===== config.mk =====
export PLATFORM = sky130hd
export DESIGN_NAME = serial_key_port
export DESIGN_NICKNAME = d
export VERILOG_FILES = /design/src/rtl/skp_pkg.sv /design/src/rtl/skp_bus_sampler.sv /design/src/rtl/skp_seq.sv /design/src/rtl/skp_tx_drive.sv /design/src/rtl/serial_key_port.sv
export SDC_FILE = /design/constraint.sdc
export NUM_CORES = 1
export LEC_CHECK = 0
export ABC_AREA = 0
export BUFFER_PORTS_ARGS = -buffer_cell sky130_fd_sc_hd__buf_2
export CAP_MARGIN = 20
export CORE_MARGIN = 2
export CORE_UTILIZATION = 40
export CTS_BUF_LIST = sky130_fd_sc_hd__clkbuf_4
export CTS_CLUSTER_DIAMETER = 150
export DETAILED_ROUTE_END_ITERATION = 8
export PLACE_DENSITY = 0.83
export SYNTH_ARGS = -nofsm -noshare
export SYNTH_HDL_FRONTEND = slang
export SYNTH_HIERARCHICAL = 1
export SYNTH_SLANG_ARGS = --single-unit

===== constraint.sdc =====
create_clock -name clk_i -period 5.5 [get_ports clk_i]
set_input_delay 0.275 -clock clk_i [delete_from_list [all_inputs] [get_ports clk_i]]
set_output_delay 0.275 -clock clk_i [all_outputs]
set_load 0.005 [all_outputs]

===== src/rtl/skp_pkg.sv =====
package skp_pkg;
  typedef enum logic [1:0] {
    PH_HUNT = 2'd0,
    PH_DEAF = 2'd1,
    PH_XFER = 2'd2
  } phase_e;

  typedef struct packed {
    logic valid;
    logic wr;
    logic bit_v;
  } bus_evt_t;
endpackage


===== src/rtl/skp_bus_sampler.sv =====
module skp_bus_sampler
  import skp_pkg::*;
(
  input  logic     clk_i,
  input  logic     rst_ni,
  input  logic     mode_rom_i,
  input  logic     ce_ni,
  input  logic     we_ni,
  input  logic     hit_i,
  input  logic     a2_i,
  input  logic     a0_i,
  input  logic     dq0_i,
  output bus_evt_t evt_o
);
  logic ce_q;
  logic snap_hit, snap_we_n, snap_a2, snap_a0, snap_dq;

  always_ff @(posedge clk_i or negedge rst_ni) begin
    if (!rst_ni) begin
      ce_q      <= 1'b1;
      snap_hit  <= 1'b0;
      snap_we_n <= 1'b1;
      snap_a2   <= 1'b0;
      snap_a0   <= 1'b0;
      snap_dq   <= 1'b0;
    end else begin
      ce_q <= ce_ni;
      if (!ce_ni) begin
        snap_hit  <= hit_i;
        snap_we_n <= we_ni;
        snap_a2   <= a2_i;
        snap_a0   <= a0_i;
        snap_dq   <= dq0_i;
      end
    end
  end

  // cycle ends when chip enable goes inactive
  always_comb begin
    evt_o.valid = !ce_q && ce_ni && snap_hit;
    evt_o.wr    = mode_rom_i ? !snap_a2 : !snap_we_n;
    evt_o.bit_v = mode_rom_i ? snap_a0 : snap_dq;
  end
endmodule


===== src/rtl/skp_seq.sv =====
module skp_seq
  import skp_pkg::*;
#(
  parameter int unsigned        SEQ_W = 64,
  parameter logic [SEQ_W-1:0]   KEY   = 64'h5CA3_3AC5_5CA3_3AC5,
  localparam int unsigned       PW    = $clog2(SEQ_W)
) (
  input  logic          clk_i,
  input  logic          rst_ni,
  input  bus_evt_t      evt_i,
  output phase_e        phase_o,
  output logic [PW-1:0] ptr_o,
  output logic          tk_we_o,
  output logic [PW-1:0] tk_idx_o,
  output logic          tk_d_o
);
  localparam logic [PW-1:0] LAST = PW'(SEQ_W - 1);

  phase_e        phase_q;
  logic [PW-1:0] ptr_q;
  logic          at_last, key_bit;

  assign at_last = (ptr_q == LAST);
  assign key_bit = KEY[ptr_q];

  always_ff @(posedge clk_i or negedge rst_ni) begin
    if (!rst_ni) begin
      phase_q  <= PH_HUNT;
      ptr_q    <= '0;
      tk_we_o  <= 1'b0;
      tk_idx_o <= '0;
      tk_d_o   <= 1'b0;
    end else begin
      tk_we_o <= 1'b0;
      if (evt_i.valid) begin
        unique case (phase_q)
          PH_HUNT: begin
            if (!evt_i.wr) begin
              ptr_q <= '0;
            end else if (evt_i.bit_v == key_bit) begin
              if (at_last) begin
                ptr_q   <= '0;
                phase_q <= PH_XFER;
              end else begin
                ptr_q <= ptr_q + 1'b1;
              end
            end else begin
              phase_q <= PH_DEAF;
            end
          end
          PH_DEAF: begin
            if (!evt_i.wr) begin
              ptr_q   <= '0;
              phase_q <= PH_HUNT;
            end
          end
          PH_XFER: begin
            if (evt_i.wr) begin
              tk_we_o  <= 1'b1;
              tk_idx_o <= ptr_q;
              tk_d_o   <= evt_i.bit_v;
            end
            if (at_last) begin
              ptr_q   <= '0;
              phase_q <= PH_HUNT;
            end else begin
              ptr_q <= ptr_q + 1'b1;
            end
          end
          default: begin
            ptr_q   <= '0;
            phase_q <= PH_HUNT;
          end
        endcase
      end
    end
  end

  assign phase_o = phase_q;
  assign ptr_o   = ptr_q;
endmodule


===== src/rtl/skp_tx_drive.sv =====
module skp_tx_drive
  import skp_pkg::*;
#(
  parameter  int unsigned SEQ_W = 64,
  localparam int unsigned PW    = $clog2(SEQ_W)
) (
  input  phase_e           phase_i,
  input  logic [PW-1:0]    ptr_i,
  input  logic [SEQ_W-1:0] tk_q_i,
  input  logic             mode_rom_i,
  input  logic             ce_ni,
  input  logic             oe_ni,
  input  logic             we_ni,
  input  logic             hit_i,
  input  logic             a2_i,
  output logic             dq0_o,
  output logic             dq0_oe_o
);
  logic rd_live;

  assign rd_live  = mode_rom_i ? a2_i : we_ni;
  assign dq0_oe_o = (phase_i == PH_XFER) && !ce_ni && !oe_ni && hit_i && rd_live;
  assign dq0_o    = dq0_oe_o & tk_q_i[ptr_i];
endmodule


===== src/rtl/serial_key_port.sv =====
module serial_key_port
  import skp_pkg::*;
#(
  parameter  int unsigned        SEQ_W       = 64,
  parameter  logic [SEQ_W-1:0]   KEY         = 64'h5CA3_3AC5_5CA3_3AC5,
  parameter  int unsigned        ADDR_W      = 16,
  parameter  logic [ADDR_W-1:0]  REGION_MASK = 16'hFFF8,
  parameter  logic [ADDR_W-1:0]  REGION_BASE = 16'h7FF8,
  localparam int unsigned        PW          = $clog2(SEQ_W)
) (
  input  logic              clk_i,
  input  logic              rst_ni,
  input  logic              mode_rom_i,
  input  logic              ce_ni,
  input  logic              oe_ni,
  input  logic              we_ni,
  input  logic [ADDR_W-1:0] addr_i,
  input  logic              dq0_i,
  output logic              dq0_o,
  output logic              dq0_oe_o,
  input  logic [SEQ_W-1:0]  tk_q_i,
  output logic              tk_we_o,
  output logic [PW-1:0]     tk_idx_o,
  output logic              tk_d_o
);
  logic          hit;
  bus_evt_t      evt;
  phase_e        phase;
  logic [PW-1:0] ptr;

  assign hit = ((addr_i & REGION_MASK) == REGION_BASE);

  skp_bus_sampler u_smp (
    .clk_i      (clk_i),
    .rst_ni     (rst_ni),
    .mode_rom_i (mode_rom_i),
    .ce_ni      (ce_ni),
    .we_ni      (we_ni),
    .hit_i      (hit),
    .a2_i       (addr_i[2]),
    .a0_i       (addr_i[0]),
    .dq0_i      (dq0_i),
    .evt_o      (evt)
  );

  skp_seq #(.SEQ_W(SEQ_W), .KEY(KEY)) u_seq (
    .clk_i    (clk_i),
    .rst_ni   (rst_ni),
    .evt_i    (evt),
    .phase_o  (phase),
    .ptr_o    (ptr),
    .tk_we_o  (tk_we_o),
    .tk_idx_o (tk_idx_o),
    .tk_d_o   (tk_d_o)
  );

  skp_tx_drive #(.SEQ_W(SEQ_W)) u_tx (
    .phase_i    (phase),
    .ptr_i      (ptr),
    .tk_q_i     (tk_q_i),
    .mode_rom_i (mode_rom_i),
    .ce_ni      (ce_ni),
    .oe_ni      (oe_ni),
    .we_ni      (we_ni),
    .hit_i      (hit),
    .a2_i       (addr_i[2]),
    .dq0_o      (dq0_o),
    .dq0_oe_o   (dq0_oe_o)
  );
endmodule


Word-level counts from Yosys, hierarchy flattened:

Memory sizes are Yosys's and may differ from the RTL's.
Cells that the tools add are included.
Widths: inputs -> output; s select.

* register bits: 22
* bits in read-only memories: 64
* input bits: 87
* output and inout port bits: 10
* word-level logic and storage cells: 60
* memories kept: 1

* add/subtract/negate cells: 1
* magnitude comparators: 1
* equal/unequal tests: 10
* multiplexer cells: 20
* bitwise gates (word level): 1
* reductions and logical operators: 15

Memories
* (no name shown): words 64, width 1, read ports 1, clocked after Yosys merged registers in 0, wr ports 0, line skp_seq.sv:24 `assign key_bit = KEY[ptr_q];`

Operators by type and width (count)
* $mux 6: 4
* $pmux 6 s3: 1
* $eq 13x12->1 const B: 1
* $mux 2: 5
* $mux 1: 8
* $lt 6x7->1 const B: 1
* $add 6x1->6 const B: 1
* $bmux 1 s6: 1
* $eq 6x6->1 const B: 1
* $logic_and 1x1->1: 6
* $pmux 2 s3: 1
* $reduce_and 3->1: 2
* $logic_not 1->1: 5
* $reduce_and 5->1: 1
* $ne 2x1->1 const B: 2
* $ne 3x2->1 const B: 1
* $ne 3x3->1 const B: 1
* $eq 2x1->1 const B: 1
* $eq 2x2->1 const B: 1
* $logic_not 2->1: 1
* $ne 2x2->1 const B: 1
* $and 1x1->1: 1
* $eq 1x1->1: 1

Depth between registers and ports, before layout:

Gate-level depths: netlist of run 1.

* word-level depth: 6
* mapped depth: 7
* gate-level depth less buffers: 7

Hierarchy:

The synthesis of run 1 kept the hierarchy.

Modules (own cells, without submodules)
* skp_seq: instances 1, cells each 92, area each 960.9 µm²
* skp_tx_drive: instances 1, cells each 51, area each 606.8 µm²
* skp_bus_sampler: instances 1, cells each 14, area each 240.2 µm²
* serial_key_port: instances 1, cells each 5, area each 36.3 µm²

Worst setup path after synthesis of run 1:

No wires, ideal clock.

* kind: register to output
* from: register u_seq.ptr_q[0] (netlist: u_seq/ptr_o[0])
* to: output dq0_o
* arrival: 1.797 ns
* slack: 3.428 ns
* cell stages (with the launch flop): 7
* cells stage by stage: dfrtp_1 > buf_6 > mux4_2 > or4_1 > and3_1 > o2111ai_1 > o21ai_1

* word-level cells in the longest chain between the ends: 3

RTL lines
* start: declaration: line skp_seq.sv:20 `logic [PW-1:0] ptr_q;`
* start signal: assignment: line skp_seq.sv:45 `ptr_q <= ptr_q + 1'b1;`
* start signal: assignment: line skp_seq.sv:67 `ptr_q <= ptr_q + 1'b1;`
* $bmux 1 s6: line skp_tx_drive.sv:23 `assign dq0_o = dq0_oe_o & tk_q_i[ptr_i];`
* $mux 1 (not written as such): line skp_tx_drive.sv:23
* $and 1x1->1: line skp_tx_drive.sv:23
* end: declaration: line serial_key_port.sv:19 `output logic dq0_o,`

No other way between the ends. The select of a mux whose other input is x is not followed.

Worst setup path after layout of run 1:

Ends and elaborated chain as after synthesis.

==> run_results.csv, run 1 <==
group,metric,value,unit
critical_path,critPathMaxFanout,15,
place,place_hpwl,3780,microns
floorplanning,core-area,4384,sq um
hold_path,hold_path_class,"in2reg",
clock_network,clock_path_buffers,2,
clock_network,cts_sinks,22,
logic_synthesis,synth_flop_cell,"dfrtp_1",
timing,max_freq,0.3444,GHz
logic_synthesis,netlist_area,1844,sq um
place,gp_congestion,0.8384,
pwr,vdd_ir_drop_max,82.21,uV
grt,grt_pass1_wl,7893,microns
floorplanning,io_pins,97,
clock_network,cts_htree_levels,1,
timing,skew,0.01190,ns
critical_path,end_kind,"output pin",
job,max-cap-violations,0,
logic_synthesis,synth-compound-area-share,0.1499,
clock_network,clk_pin_slew,0.13,ns
layout,drive_gt1_frac,0.5433,
floorplanning,row_count,24,
outcome,status,"completed",
logic_synthesis,synth_cells,162,
place,io_buffers,95,
routing,ant_nets,0,
timing,period_needed,2.903,ns
pwr,leakage,1.113,nW
clock_network,root_buffer,"clkbuf_4",
grt,grt-ovfl-total,0,
grt,antenna_found_initial,0,
critical_path,required,5.22,ns
clock_network,cts_hold_buf,1,
logic_synthesis,synthSimpleGateAreaFrac,0.1744,
critical_path,worstPathArrival,2.63,ns
routing,drt_pre_antenna_iters,4,
logic_synthesis,synth_area_leaders,"dfrtp_1 (27%), mux4_2 (15%), mux2_2 (7.3%)",
grt,busiest_layer,"met2",
routing,routed_wl,4804,microns
logic_synthesis,async_reset_ff_frac,1.000,
logic_synthesis,synth_xor_area_frac,0.009498,
grt,grt_use_total,0.1921,
timing,setup_viol,0,
clock_network,cts_tree,"built",
critical_path,critPathKind,"reg2out",
logic_synthesis,synth_top_family_by_area,"multiplexers",
logic_synthesis,synth_top_cell_by_area,"dfrtp_1",
logic_synthesis,synth_area_per_cell,11.38,sq um
routing,drtIter0Drc,100,
timing,setup_tns,0,ns
logic_synthesis,yosys-top-cells-count,"dfrtp_1 (20), mux2_2 (12), mux4_2 (12), nor2_1 (7)",
logic_synthesis,synth.ff_latch_count,22,
logic_synthesis,synthAdderAreaFrac,0.006784,
grt,grt_pass1_vias,1726,
logic_synthesis,synth_edf_count,0,
logic_synthesis,synth_nets,250,
grt,grt_start_max_net_pins,27,
place,dp_cells,301,
grt,use_met3,0.02222,
logic_synthesis,yosysMostFrequentCell,"dfrtp_1",
routing,wl_per_cell,15.70,microns
clock_network,cts_buffers,3,
logic_synthesis,synth_top_cell_area_share,0.2714,
pwr,p_sw,82.08,uW
pwr,p_int,279.1,uW
pwr,combPwrFrac,0.187,
floorplanning,start_util,0.4207,
pwr,cellPowerDensity,150.5,nW/um^2
routing,remaining_drc_errors,0,
timing,post-route-period-util,0.5279,
floorplanning,die-area,5170,sq um
clock_network,post_cts_buffers,0,
critical_path,critPathLaunchType,"flip-flop",
critical_path,ff2ff_path_depth,6,
layout,antennaDiodeCount,0,
grt,met2_usage,0.3385,
floorplanning,die_w,71.90,microns
logic_synthesis,yosys-mux-area-fraction,0.3175,
grt,use_met1,0.2443,
routing,via_count,1723,
timing,finalHoldViolCount,0,
clock_network,clk_latency,0.33,ns
layout,instances_no_fill,306,
pwr,seq_power_share,0.464,
logic_synthesis,synth_cell_type_count,55,
hold_path,holdPathStages,1,
timing,slew_viol_final,0,
timing,worst_pin_slew,0.8471,ns
pwr,pwr-share-clk,0.350,
pwr,netSwitchingFraction,0.2273,
routing,vias_per_cell,5.631,
layout,layout-area-overhead-vs-synth,30.12,%
logic_synthesis,ys_warn_count,6,
layout,finalNetCount,343,
logic_synthesis,seq_area_frac_synth,0.2999,
clock_network,cts_resized,0,
timing,rsz0062_at_grt,"no",
timing,relSlewSlack,0.4353,
floorplanning,die_y,71.90,microns
## layout by cell type (no fill, tap or decap), types with 2 or more instances in the layout
cell       n
nand3_2    2
o21ai_1    3
clkbuf_4   3
nand2b_1   2
o21bai_1   3
dfrtp_1   20
mux2_2    12
dfstp_2    2
o41ai_1    5
nor3_1     3
and3_1     3
nand3_1    6
o21a_1     3
mux4_1     4
buf_2     95
nand2_1    6
nand4_1    4
a21oi_1    2
nor2b_1    4
nor2_1     7
mux2i_1    6
nor3b_1    2
mux4_2    12
o21ai_0    5
nand3b_1   4
inv_1      6
## critical path, cell delays in order (launching register included)
cell and delay [ns]:
dfrtp_1 0.52, buf_4 0.34, mux4_2 0.54, or4_1 0.40
and3_1 0.20, o2111ai_1 0.09, o21ai_1 0.09, buf_2 0.13
## metrics by stage
step           hold slack (ns)  instance area [sq um]  power (mW)    util  worst slack [ns]
2_1_floorplan         -0.02059                   1844      0.1993       -             3.428
3_3_place_gp            0.2624                   2337      0.2344  0.5331             2.993
3_5_place_dp            0.2653                   2337      0.2374  0.5331             2.976
4_1_cts                0.09454                   2400      0.3641  0.5474             2.602
5_1_grt                0.08244                   2400      0.3776  0.5474             2.494
6_report                0.1017                   2400      0.3612  0.5474             2.597
## layer usage
metal / up-vias / wire, microns
met5: - / 0
met4: 0 / 99
met3: 9 / 144
met2: 37 / 2601
met1: 845 / 1960
li1: 832 / -
## logic make-up (layout without fill, tap and decap cells)
group / after synthesis / after routing
adders and majority gates: 1 / 1
DFF: 22 / 22
xor gates and xnor gates: 2 / 2
AOI/OAI and AO/OA: 35 / 35
and+or+nand+nor: 52 / 52
buffers and inverters: 15 / 107
muxes: 35 / 35
## final timing paths
kind,startpoint,endpoint,slack (ns)
worst max-delay path,u_seq/ptr_o[0],dq0_o,2.60
worst min-delay path,ce_ni,u_smp/ce_q,0.10
worst max register to register,u_seq/ptr_o[1],u_seq/ptr_o[5],3.24
worst min register to register,u_seq/tk_idx_o[4],u_seq/tk_idx_o[4],0.51
max in group asynchronous,rst_ni,u_smp/snap_we_n,4.72
min in group asynchronous,rst_ni,u_smp/snap_hit,0.43
## power groups by stage
stage / logic [mW] / clock network [mW] / registers [mW]
3_5_place_dp: 0.0669 / 0 / 0.170
3_3_place_gp: 0.0642 / 0 / 0.170
6_report: 0.0675 / 0.126 / 0.167
2_1_floorplan: 0.0293 / 0 / 0.170
5_1_grt: 0.0738 / 0.136 / 0.168
4_1_cts: 0.0678 / 0.129 / 0.167
## registers in the layout, indices dropped and copies added (netlist names)
signal	count
u_seq/tk_d_o	1
u_seq/phase_o	2
u_seq/tk_we_o	1
u_smp/snap_hit	1
u_smp/snap_we_n	1
u_seq/ptr_o	6
u_smp/snap_a0	1
u_seq/tk_idx_o	6
u_smp/ce_q	1
u_smp/snap_a2	1
u_smp/snap_dq	1
## area by class of cell
class	instances	area [sq um]
fill	406	1984
multi-input combinational	125	1214
sequential	22	553.0
timing repair buffer	97	493.0
tap	52	65.06
clock inverter	1	30.03
clock buffer	3	22.52
inverter	6	22.52
(Power assumes the default switching activity.)
==> run 2: changes to the inputs <==
- ABC_AREA: 0 -> 1
- PLACE_DENSITY: 0.83 -> 0.82
- clock period: 5.5 -> 2.8 ns (I/O delays scaled with it)
==> run 2 against run 1 <==
Wire length is 7.0% higher; register-to-register slack worse by 2.5 ns; clock skew is 0.0082 ns lower; via count is 38% higher; critical path depth is 2 higher; sequential share of layout area is 1.2 points lower; die area is 10% higher; critical path type unchanged; largest power group unchanged.
==> run_results.csv, run 2 <==
group,metric,value,unit
clock_network,clock_path_buffers,2,
floorplanning,core-area,5010,sq um
logic_synthesis,seq_area_frac_synth,0.2700,
logic_synthesis,synthSimpleGateAreaFrac,0.5302,
floorplanning,row_count,26,
grt,grt-ovfl-total,0,
pwr,leakage,1.421,nW
layout,drive_gt1_frac,0.2908,
critical_path,critPathKind,"reg2out",
routing,ant_nets,0,
logic_synthesis,synth_cells,335,
clock_network,clk_latency,0.32,ns
floorplanning,start_util,0.4088,
hold_path,holdPathStages,3,
logic_synthesis,synth.ff_latch_count,22,
clock_network,cts_htree_levels,1,
layout,finalNetCount,512,
critical_path,critPathMaxFanout,22,
layout,instances_no_fill,493,
pwr,vdd_ir_drop_max,163.4,uV
layout,layout-area-overhead-vs-synth,23.76,%
hold_path,worstHoldEndpoint,"u_smp/snap_we_n",
critical_path,critPathLaunchType,"flip-flop",
floorplanning,die_y,75.56,microns
pwr,cellPowerDensity,241.9,nW/um^2
timing,worst_pin_slew,0.7299,ns
hold_path,worstHoldStart,"we_ni",
place,io_buffers,95,
routing,drt_pre_antenna_iters,4,
critical_path,reg2reg_to,"u_seq/ptr_o[3]",
routing,routed_wl,5138,microns
timing,timing.hold.ws,0.01684,ns
timing,skew,0.003656,ns
critical_path,ff2ff_path_depth,8,
timing,post-route-period-util,0.8682,
timing,finalHoldViolCount,0,
logic_synthesis,synth_nets,423,
critical_path,reg2reg_slack,0.79,ns
place,gp_congestion,0.8272,
routing,via_count,2382,
logic_synthesis,yosys-mux-area-fraction,0.004887,
grt,antenna_found_initial,0,
layout,final_cell_mix,"nand2_1 (152), buf_2 (95), nand3_1 (70), inv_1 (24), dfrtp_1 (20)",
grt,grt_pass1_wl,7928,microns
timing,period_needed,2.431,ns
logic_synthesis,synth_top_cell_area_share,0.2786,
logic_synthesis,synthAdderAreaFrac,0.006109,
clock_network,cts_buffers,3,
routing,wl_per_cell,10.42,microns
logic_synthesis,netlist_area,2048,sq um
timing,max_freq,0.4113,GHz
logic_synthesis,synth_area_leaders,"nand2_1 (28%), dfrtp_1 (24%), nand3_1 (17%)",
logic_synthesis,yosysMostFrequentCell,"nand2_1",
logic_synthesis,synth_xor_area_frac,0.008552,
timing,setup_tns,0,ns
logic_synthesis,synth_cell_type_count,34,
logic_synthesis,synth_top_family_by_area,"simple AND/OR/NAND/NOR gates",
timing,rsz0062_at_grt,"no",
grt,grt_start_max_net_pins,33,
critical_path,worstPathArrival,2.29,ns
outcome,status,"completed",
logic_synthesis,yosys-top-cells-count,"nand2_1 (152), nand3_1 (70), inv_1 (24), dfrtp_1 (20), nor2_1 (14)",
hold_path,hold_path_class,"in2reg",
clock_network,clk_pin_slew,0.12,ns
layout,antennaDiodeCount,0,
routing,vias_per_cell,4.832,
critical_path,required,2.66,ns
critical_path,r2r_start,"u_seq/ptr_o[1]",
logic_synthesis,synth_flop_cell,"dfrtp_1",
floorplanning,io_pins,97,
clock_network,root_buffer,"clkbuf_4",
place,dp_cells,487,
critical_path,end_kind,"output pin",
timing,slew_viol_final,0,
grt,grt_use_total,0.1728,
floorplanning,die_w,75.56,microns
job,max-cap-violations,0,
logic_synthesis,synth_top_cell_by_area,"nand2_1",
logic_synthesis,synth_area_per_cell,6.114,sq um
logic_synthesis,synth_edf_count,0,
clock_network,cts_resized,0,
timing,setup_viol,0,
clock_network,cts_tree,"built",
floorplanning,die-area,5709,sq um
timing,relSlewSlack,0.5134,
critical_path,crit_start,"u_seq/ptr_o[1]",
logic_synthesis,async_reset_ff_frac,1.000,
place,place_hpwl,3985,microns
logic_synthesis,synth-compound-area-share,0.05376,
routing,drtIter0Drc,197,
clock_network,cts_sinks,22,
routing,remaining_drc_errors,0,
logic_synthesis,ys_warn_count,6,
layout,layout_commonest_cell,"nand2_1",
layout,final_core_util,0.5060,
grt,grt_pass1_vias,1918,
run 2: critical path, cell delays in order, from the launching register on:
cell     delay, ns
dfrtp_1       0.84
inv_2         0.30
nand3_1       0.16
nand3_1       0.08
nand2_1       0.11
nand2_1       0.06
nand3_1       0.09
nand3_1       0.10
a21oi_2       0.11
buf_2         0.12
run 2: how the worst max path moves through the flow:
stage | slack (ns) | cells after the start | end
3_5_place_dp | 0.78 | 9 | dq0_o
5_1_grt | 0.18 | 9 | dq0_o
6_report | 0.37 | 9 | dq0_o
2_1_floorplan | 1.23 | 8 | u_seq/phase_o[0]
3_3_place_gp | 0.77 | 9 | dq0_o
4_1_cts | 0.41 | 9 | dq0_o
run 2: metrics by stage:
step | total power, mW | area (sq um) | setup slack, ns
floorplan | 0.3916 | 2048 | 1.228
global placement | 0.4637 | 2489 | 0.7748
detailed placement | 0.4667 | 2489 | 0.7803
CTS | 0.6198 | 2535 | 0.4082
global route | 0.6467 | 2535 | 0.1832
finish | 0.6132 | 2535 | 0.3689
run 2: cells by family (layout without fill, tap and decap cells):
| logic type | after synthesis | after routing |
|---|---|---|
| and+or+nand+nor | 248 | 248 |
| DFF | 22 | 22 |
| adders and majority gates | 1 | 1 |
| buffers and inverters | 47 | 135 |
| xor gates and xnor gates | 2 | 2 |
| AOI/OAI and AO/OA | 14 | 14 |
| muxes | 1 | 1 |
run 2: power breakdown:
group          internal, mW  switching (mW)
registers             0.325         0.00377
clock network        0.0523          0.0980
logic                0.0684          0.0657
total                 0.446           0.167
run 2: metal layers:
| metal | global-route usage | share of wire | routed length (microns) | vias up |
|---|---|---|---|---|
| li1 | - | - | - | 1244 |
| met2 | 0.2860 | 0.49 | 2514 | 77 |
| met4 | 0.07797 | 0.026 | 134 | 0 |
| met5 | 0 | 0 | 0 | - |
| met3 | 0.01190 | 0.040 | 207 | 15 |
| met1 | 0.2311 | 0.44 | 2281 | 1046 |
run 2: area by class of cell:
cell class | count | area [sq um]
Multi-Input combinational cell | 266 | 1236
Timing Repair Buffer | 98 | 503.0
Clock buffer | 3 | 22.52
Inverter | 33 | 128.9
Tap cell | 70 | 87.58
Sequential cell | 22 | 553.0
Fill cell | 518 | 2475
Clock inverter | 1 | 3.754
run 2: repair_timing:
action                     in CTS  in global routing
hold endpoints to repair       21                  0
setup buffers                   0                  0
hold buffers                    2                  0
setup endpoints to repair       0                  0
